`src/rtl/irq_pkg.sv`:
```
// Package: shared types for the sequencer IRQ flag unit.
// Assumes: two-bit operation code per sequencer request.
package irq_pkg;
    typedef enum logic [1:0] {
        OP_SET     = 2'b00,
        OP_CLR     = 2'b01,
        OP_SETWAIT = 2'b10,
        OP_NONE    = 2'b11
    } irq_op_e;
endpackage

```
`src/rtl/irq_idx_resolve.sv`:
```
// Module: turns a requested flag index into an absolute one.
// Relative indices add SID to the low bits modulo the half size; the top bit is kept.
// Assumes: IDX_W >= 2.
module irq_idx_resolve #(
    parameter int IDX_W = 3,
    parameter int SID   = 0
) (
    input  logic [IDX_W-1:0] idx,
    input  logic             rel,
    output logic [IDX_W-1:0] eff
);
    localparam int LOW_W = IDX_W - 1;
    localparam logic [LOW_W-1:0] SID_L = LOW_W'(SID);

    // Select the absolute or the offset index.
    always_comb begin
        if (rel) eff = {idx[IDX_W-1], idx[LOW_W-1:0] + SID_L};
        else     eff = idx;
    end
endmodule

```
`src/rtl/irq_setwait_track.sv`:
```
// Module: holds one sequencer stalled after a set-and-wait request until its flag is seen low.
// The stall drops one cycle after the first cycle in which the flag reads 0.
// Assumes: no new start while stall is high.
module irq_setwait_track #(
    parameter int NUM_FLAGS = 8,
    parameter int IDX_W     = 3
) (
    input  logic                 clk,
    input  logic                 rst_n,
    input  logic                 start,
    input  logic [IDX_W-1:0]     start_idx,
    input  logic [NUM_FLAGS-1:0] flags,
    output logic                 stall
);
    logic             waiting_q;
    logic [IDX_W-1:0] idx_q;

    // Track the waiting state and the flag it watches.
    always_ff @(posedge clk) begin
        if (!rst_n) begin
            waiting_q <= 1'b0;
            idx_q     <= '0;
        end else if (waiting_q) begin
            if (!flags[idx_q]) waiting_q <= 1'b0;
        end else if (start) begin
            waiting_q <= 1'b1;
            idx_q     <= start_idx;
        end
    end

    assign stall = waiting_q;
endmodule

```
`src/rtl/irq_flag_bank.sv`:
```
// Module: flag register with clear-over-set priority, processor clears and interrupt enables.
// Assumes: VIS_FLAGS <= NUM_FLAGS; the visible flags are the lowest ones.
module irq_flag_bank #(
    parameter int NUM_FLAGS = 8,
    parameter int VIS_FLAGS = 4
) (
    input  logic                 clk,
    input  logic                 rst_n,
    input  logic [NUM_FLAGS-1:0] set_vec,
    input  logic [NUM_FLAGS-1:0] clr_vec,
    input  logic                 cpu_clr_we,
    input  logic [VIS_FLAGS-1:0] cpu_clr_mask,
    input  logic                 cpu_en_we,
    input  logic [VIS_FLAGS-1:0] cpu_en_wdata,
    output logic [NUM_FLAGS-1:0] flags,
    output logic                 irq
);
    logic [NUM_FLAGS-1:0] flag_q;
    logic [VIS_FLAGS-1:0] en_q;
    logic [NUM_FLAGS-1:0] cpu_clr_full;

    // Widen the processor clear mask to all flags.
    always_comb begin
        cpu_clr_full = '0;
        if (cpu_clr_we) cpu_clr_full[VIS_FLAGS-1:0] = cpu_clr_mask;
    end

    // Update the flags; any clear source beats a set.
    always_ff @(posedge clk) begin
        if (!rst_n) flag_q <= '0;
        else        flag_q <= (flag_q | set_vec) & ~(clr_vec | cpu_clr_full);
    end

    // Hold the interrupt enable register.
    always_ff @(posedge clk) begin
        if (!rst_n)         en_q <= '0;
        else if (cpu_en_we) en_q <= cpu_en_wdata;
    end

    assign flags = flag_q;
    assign irq   = |(flag_q[VIS_FLAGS-1:0] & en_q);
endmodule

```
`src/rtl/irq_flag_unit.sv`:
```
// Module: top of the sequencer IRQ flag unit.
// Resolves indices per sequencer, decodes operations and polls, and feeds the flag bank.
// Assumes: requests are single-cycle pulses; a stalled sequencer issues nothing new.
module irq_flag_unit
    import irq_pkg::*;
#(
    parameter int NUM_SEQ   = 4,
    parameter int NUM_FLAGS = 8,
    parameter int VIS_FLAGS = 4
) (
    input  logic                        clk,
    input  logic                        rst_n,
    input  logic [NUM_SEQ-1:0]          seq_req_valid,
    input  logic [2*NUM_SEQ-1:0]        seq_req_op,
    input  logic [3*NUM_SEQ-1:0]        seq_req_idx,
    input  logic [NUM_SEQ-1:0]          seq_req_rel,
    output logic [NUM_SEQ-1:0]          seq_stall,
    input  logic [NUM_SEQ-1:0]          seq_wait_valid,
    input  logic [NUM_SEQ-1:0]          seq_wait_pol,
    input  logic [3*NUM_SEQ-1:0]        seq_wait_idx,
    input  logic [NUM_SEQ-1:0]          seq_wait_rel,
    output logic [NUM_SEQ-1:0]          seq_wait_stall,
    input  logic                        cpu_clr_we,
    input  logic [VIS_FLAGS-1:0]        cpu_clr_mask,
    input  logic                        cpu_en_we,
    input  logic [VIS_FLAGS-1:0]        cpu_en_wdata,
    output logic [VIS_FLAGS-1:0]        cpu_flags,
    output logic                        cpu_irq
);
    localparam int IDX_W = $clog2(NUM_FLAGS);

    logic [NUM_FLAGS-1:0] flags;
    logic [NUM_FLAGS-1:0] set_per [NUM_SEQ];
    logic [NUM_FLAGS-1:0] clr_per [NUM_SEQ];
    logic [NUM_FLAGS-1:0] set_vec;
    logic [NUM_FLAGS-1:0] clr_vec;

    for (genvar s = 0; s < NUM_SEQ; s++) begin : g_seq
        logic [IDX_W-1:0] req_eff;
        logic [IDX_W-1:0] wait_eff;
        irq_op_e          op;
        logic             start_sw;
        logic             wait_done;

        irq_idx_resolve #(.IDX_W(IDX_W), .SID(s)) u_req_idx (
            .idx (seq_req_idx[3*s +: IDX_W]),
            .rel (seq_req_rel[s]),
            .eff (req_eff)
        );

        irq_idx_resolve #(.IDX_W(IDX_W), .SID(s)) u_wait_idx (
            .idx (seq_wait_idx[3*s +: IDX_W]),
            .rel (seq_wait_rel[s]),
            .eff (wait_eff)
        );

        assign op        = irq_op_e'(seq_req_op[2*s +: 2]);
        assign start_sw  = seq_req_valid[s] && (op == OP_SETWAIT);
        assign wait_done = seq_wait_valid[s] && seq_wait_pol[s] && flags[wait_eff];

        // Decode this sequencer's set and clear contributions.
        always_comb begin
            set_per[s] = '0;
            clr_per[s] = '0;
            if (seq_req_valid[s] && (op == OP_SET || op == OP_SETWAIT))
                set_per[s] = NUM_FLAGS'(1) << req_eff;
            if (seq_req_valid[s] && op == OP_CLR)
                clr_per[s] = NUM_FLAGS'(1) << req_eff;
            if (wait_done)
                clr_per[s] = clr_per[s] | (NUM_FLAGS'(1) << wait_eff);
        end

        assign seq_wait_stall[s] = seq_wait_valid[s] && (flags[wait_eff] != seq_wait_pol[s]);

        irq_setwait_track #(.NUM_FLAGS(NUM_FLAGS), .IDX_W(IDX_W)) u_track (
            .clk       (clk),
            .rst_n     (rst_n),
            .start     (start_sw),
            .start_idx (req_eff),
            .flags     (flags),
            .stall     (seq_stall[s])
        );
    end

    // Merge the per-sequencer vectors.
    always_comb begin
        set_vec = '0;
        clr_vec = '0;
        for (int s = 0; s < NUM_SEQ; s++) begin
            set_vec = set_vec | set_per[s];
            clr_vec = clr_vec | clr_per[s];
        end
    end

    irq_flag_bank #(.NUM_FLAGS(NUM_FLAGS), .VIS_FLAGS(VIS_FLAGS)) u_bank (
        .clk          (clk),
        .rst_n        (rst_n),
        .set_vec      (set_vec),
        .clr_vec      (clr_vec),
        .cpu_clr_we   (cpu_clr_we),
        .cpu_clr_mask (cpu_clr_mask),
        .cpu_en_we    (cpu_en_we),
        .cpu_en_wdata (cpu_en_wdata),
        .flags        (flags),
        .irq          (cpu_irq)
    );

    assign cpu_flags = flags[VIS_FLAGS-1:0];
endmodule

```
`config.mk`:
```
export PLATFORM = sky130hd
export DESIGN_NAME = irq_flag_unit
export DESIGN_NICKNAME = d
export VERILOG_FILES = /design/src/rtl/irq_pkg.sv /design/src/rtl/irq_idx_resolve.sv /design/src/rtl/irq_setwait_track.sv /design/src/rtl/irq_flag_bank.sv /design/src/rtl/irq_flag_unit.sv
export SDC_FILE = /design/constraint.sdc
export NUM_CORES = 1
export LEC_CHECK = 0
export BUFFER_PORTS_ARGS = -buffer_cell sky130_fd_sc_hd__buf_2
export CORE_AREA = 10 10 88 106
export DETAILED_ROUTE_END_ITERATION = 16
export DIE_AREA = 0 0 98 116
export GPL_ROUTABILITY_DRIVEN = 0
export PLACE_DENSITY = 0.61
export RECOVER_POWER = 100
export SETUP_SLACK_MARGIN = 0.5
export SKIP_CTS_REPAIR_TIMING = 1
export SLEW_MARGIN = 20
export SYNTH_ARGS = -nofsm -noshare
export SYNTH_HDL_FRONTEND = slang
export SYNTH_SLANG_ARGS = --single-unit
```
`constraint.sdc`:
```
create_clock -name clk -period 2 [get_ports clk]
set_input_delay 0.2 -clock clk [delete_from_list [all_inputs] [get_ports clk]]
set_output_delay 0.2 -clock clk [all_outputs]
set_load 0.005 [all_outputs]
```
Yosys cells after proc, flatten, opt, wreduce, memory -nomap -nowiden --
Cells that the tools add are included.
Word-level totals: input bits 64, register bits after elaboration 28, word-level logic and storage cells 147, output and inout bits 13
Operators by class: bitwise gates (word level) 19, mux-type cells 47, add/sub/neg operators 6, order comparisons 8, reductions and logical operators 37, equal/unequal tests 12, shift operators 8
Operator list (number):
- $mux W8 | 12
- $or A8 B8 Y8 | 11
- $shl A1 B3 Y8 const A | 8
- $lt A3 B4 Y1 const B | 8
- $bmux W1 S3 | 8
- $logic_and A1 B1 Y1 | 24
- $mux W1 | 20
- $mux W2 | 6
- $add A2 B2 Y2 const B | 4
- $and A8 B8 Y8 | 1
- $eq A2 B1 Y1 const B | 4
- $eq A2 B2 Y1 const B | 4
- $logic_not A2 Y1 | 4
- $not A8 Y8 | 1
- $or A8 B4 Y8 | 1
- $reduce_and A2 Y1 | 4
- $add A2 B1 Y2 const B | 2
- $and A4 B4 Y4 | 1
- $logic_or A1 B1 Y1 | 4
- $mux W4 | 1
- $ne A1 B1 Y1 | 4
- $not A1 Y1 | 4
- $reduce_or A4 Y1 | 1

Logic depth before layout (Yosys ltp) --
depth after elaboration 12, mapped depth 6, depth with buffers taken out 5

By module --
From an unflattened synthesis, not the netlist that was laid out.
Second synthesis, totals: cells, all modules 353, area, all modules 2912.8 sq um
Modules (own cells, without submodules):
- irq_flag_unit | sequential area each 0.0 sq um, area each 1360.1 sq um, cells an instance 199, instances 1
- irq_setwait_track | sequential area each 80.1 sq um, area each 225.2 sq um, cells an instance 21, instances 4
- irq_flag_bank | sequential area each 240.2 sq um, area each 439.2 sq um, cells an instance 42, instances 1
- irq_idx_resolve (g_seq[3].u_req_idx ...) | sequential area each 0.0 sq um, area each 31.3 sq um, cells an instance 4, instances 2
- irq_idx_resolve (g_seq[1].u_req_idx ...) | sequential area each 0.0 sq um, area each 28.8 sq um, cells an instance 4, instances 2
- irq_idx_resolve (g_seq[2].u_req_idx ...) | sequential area each 0.0 sq um, area each 23.8 sq um, cells an instance 3, instances 2
- irq_idx_resolve (g_seq[0].u_req_idx ...) | sequential area each 0.0 sq um, area each 22.5 sq um, cells an instance 3, instances 2

Worst setup path before layout --
OpenSTA, ideal clock, no wires.
path type reg-to-output, start register u_bank.flag_q[3], in the netlist u_bank.flags[3], end output port seq_wait_stall[2], arrival time 1421 ps, data required time 1800 ps, buffers on the path 1, path slack 379 ps, stages on the path, launching flop included 6, cells stage by stage dfxtp_1 > clkbuf_1 > mux2i_1 > mux4_2 > xnor2_1 > and2_1
On the way: word-level cells in the longest chain between the ends 4
Ends and longest elaborated chain:
- from (decl) | RTL line irq_flag_bank.sv:18 | logic [NUM_FLAGS-1:0] flag_q;
- from (signal assigned) | RTL line irq_flag_bank.sv:31 | else flag_q <= (flag_q | set_vec) & ~(clr_vec | cpu_clr_full);
- $bmux W1 S3 | RTL line irq_flag_unit.sv:73 | assign seq_wait_stall[s] = seq_wait_valid[s] && (flags[wait_eff] != seq_wait_pol[s]);
- $mux W1 (implied by the code) | RTL line irq_flag_unit.sv:73
- $ne A1 B1 Y1 | RTL line irq_flag_unit.sv:73
- $logic_and A1 B1 Y1 | RTL line irq_flag_unit.sv:73
- to (decl) | RTL line irq_flag_unit.sv:22 | output logic [NUM_SEQ-1:0] seq_wait_stall,
Every way passes these cells. The select of a mux whose other input is x is not followed.

Worst setup path after layout --
start register u_bank.flag_q[5], in the netlist u_bank.flags[5], end output port seq_wait_stall[0]
The elaborated chain is that of the path after synthesis.

==> impl_metrics.py <==
metrics = {
    "drt": {
        "antenna_left": 0,
        "avgRoutedWirePerCell_um": 19.5,
        "drc": 0,
        "num_vias": 3099,
        "detail_route.vias_per_cell": 5.99,
        "wl_um": 10100,
        "drt_iter0_drc": 314,
        "dr.pass1.iters": 5,
    },
    "timing": {
        "min_period_ps": 1980,
        "finalHoldViolCount": 0,
        "setup_viol": 0,
        "max_freq_ghz": 0.505,
        "rsz0062_at_grt": "yes",
        "tightest_slew_ps": 677,
        "hold_ws_ps": 173,
        "clock-skew-final_ps": 3.32,
        "finalMaxSlewViolations": 0,
        "relSlewSlack_pct": 54.5,
        "layout_setup_ws_ps": 18.1,
        "fin_crit_sh_pct": 99.1,
    },
    "synth": {
        "yosysSeqAreaShare_pct": 19.8,
        "ys.flop_type": "dfxtp_1",
        "postSynthCellCount": 359,
        "ys_ff_latch": 28,
        "synth_warnings": 0,
        "async_flop_share_pct": 0,
        "syn_area_um2": 2830,
        "yosysTopAreaCell": "dfxtp_1",
        "synth_cell_type_count": 60,
        "syn_nets": 423,
        "synth-edff-count": 0,
        "yosys.area.top_type_share_pct": 19.8,
        "synth_area_leaders": "dfxtp_1 20%, mux2i_1 9.6%, mux4_2 5.6%, nand2_1 4.7%, nor2b_1 4.7%",
        "syn_avg_cell_area_um2": 7.87,
    },
    "floorplan": {
        "num_rows": 34,
        "core-area_um2": 7190,
        "die_h_um": 116,
        "initial_core_util_pct": 39.3,
        "die_w_um": 98,
        "ioPinCount": 77,
        "die_area_um2": 11400,
    },
    "layout": {
        "synthToLayoutAreaGrowth_pct": 24.2,
        "nNetsFinal": 492,
        "final_cells": 517,
        "fin_util_pct": 48.8,
        "num_antenna_cells": 0,
        "multi_input_area_um2": 2180,
        "seqCellArea_um2": 581,
        "fill_cells": 730,
        "drive_above_1_share_pct": 30.4,
    },
    "worst_setup_path": {
        "worst-setup-path-type": "reg2out",
        "cp_slowest_cell": "mux4_2",
        "slowest_delay_ps": 460,
        "crit_chain": "buf_6 > mux4_2 > mux2i_2 > xnor2_1 > and2_1 > buf_2",
        "start_kind": "flop",
        "cp.required_ps": 1800,
        "crit_fanout": 5,
        "endpoint_kind": "primary output",
        "arrival_ps": 1780,
    },
    "pwr": {
        "power_mw": 1.66,
        "cellPowerDensity_nw_per_um2": 473,
        "peakVddDrop_v": 0.000241,
        "p_leak_nw": 1.40,
    },
    "placed_design": {
        "dp_hpwl_um": 7800,
        "port_buffers": 74,
        "place_inst": 507,
        "post-place-ws_ps": 160,
    },
    "global_route": {
        "grt_overflow_total": 0,
        "grt_max_degree": 22,
        "grt_pass1_wl_um": 15400,
        "grt_pass1_vias": 3046,
        "grtUsageTotal_pct": 16.3,
        "antenna_found_initial": 0,
    },
    "clock_tree": {
        "clkTransAtPathRegs_ps": 110,
        "clk_latency_ps": 290,
        "htree_levels": 1,
        "cts.sinks": 28,
        "clockRootBuffer": "clkbuf_8",
        "cts_buffers": 3,
        "cts_buffer_depth": 2,
        "cts_tree": "yes",
    },
    "outcome": {
        "status": "finished clean",
    },
    "job": {
        "drv_cap": 0,
    },
    "hold_path": {
        "hp-class": "in2reg",
    },
}
where the power goes:
group          switching (mW)  internal, mW
Sequential             0.0362         0.585
Clock                   0.202         0.269
Combinational           0.311         0.256
Total                   0.550          1.11
per-layer routing:
| layer | wire length, um | track usage (%) | share of wire, % |
|---|---|---|---|
| met5 | 0 | 0 | 0 |
| met4 | 397 | 7.09 | 3.9 |
| met3 | 590 | 2.86 | 5.9 |
| met2 | 5090 | 29.6 | 51 |
| met1 | 3980 | 18.2 | 40 |
worst paths after layout:
kind,startpoint,end,slack (ps),depth (start not counted)
max,u_bank.flags[5],seq_wait_stall[0],20,6
min,cpu_en_wdata[2],u_bank.en_q[2],170,3
max reg2reg,u_bank.flags[3],u_bank.flags[0],400,5
min reg2reg,u_bank.en_q[3],u_bank.en_q[3],540,2
worst max-delay path: cells and delay by family, from the launching register on:
| family | cells | cell delay (ps) |
|---|---|---|
| buf+inv | 2 | 240 |
| xor+xnor | 1 | 130 |
| mux | 2 | 630 |
| flops | 1 | 380 |
| simple gates | 1 | 130 |
logic make-up after synthesis:
kind of cell,share of synthesized area (%)
buffers and inverters,6.51
AO/OA/AOI/OAI,22.2
AND/OR/NAND/NOR,31.3
XOR/XNOR,3.06
multiplexers,17.1
flip-flops,19.8
layout make-up:
class | instances | share of cell area, %
inverters | 10 | 1.07
clock inverters | 1 | 0.856
repair buffers | 94 | 15.2
well taps | 90 | 3.21
flip-flops and latches | 28 | 16.5
multi-input cells | 291 | 62.0
clock buffers | 3 | 1.18
synthesized netlist by cell type, drive strengths merged, types with 5 or more instances:
library cell  instances
a22oi                 8
nand4                 5
nand2b                5
nand3                12
nor2                 26
nor2b                21
nor4                  5
nor3                 14
mux2                  5
inv                  10
nand3b                8
a21oi                10
dfxtp                28
clkbuf               19
mux4                  7
nand2                35
o311ai                5
o21ai                 6
o22ai                 6
nor3b                 6
buf                  11
mux2i                27
xnor2                 6
a31oi                 6
a221oi                5
cells in the final DEF, fill, tap and decap left out, drive strengths merged, types with 5 or more instances in the layout:
cell type  synthesis  routed
nand2b             5       5
o311ai             5       5
buf               11      91
mux2               5       5
nor3              14      14
nand3b             8       8
nor2              26      26
xnor2              6       6
o22ai              6       6
a21oi             10      10
a31oi              6       6
a221oi             5       5
inv               10      10
nor3b              6       6
nand3             12      12
clkbuf            19       6
nor2b             21      21
nor4               5       5
dfxtp             28      28
nand2             35      35
mux4               7       7
nand4              5       5
o21ai              6       6
a22oi              8       8
mux2i             27      27
sequential cells by signal, summed over array words and instances, names as in the netlist:
signal               count
u_bank.en_q              4
g_seq.u_track.stall      4
g_seq.u_track.idx_q     12
u_bank.flags             8
through the flow:
step	setup TNS (ps)	instance area, um^2
CTS	-529	3350
global route	-67.8	3510
detailed placement	0	3280
finish	0	3510
floorplan	0	2860
global placement	0	3280
Note: power is estimated with default switching activity, not from simulation.
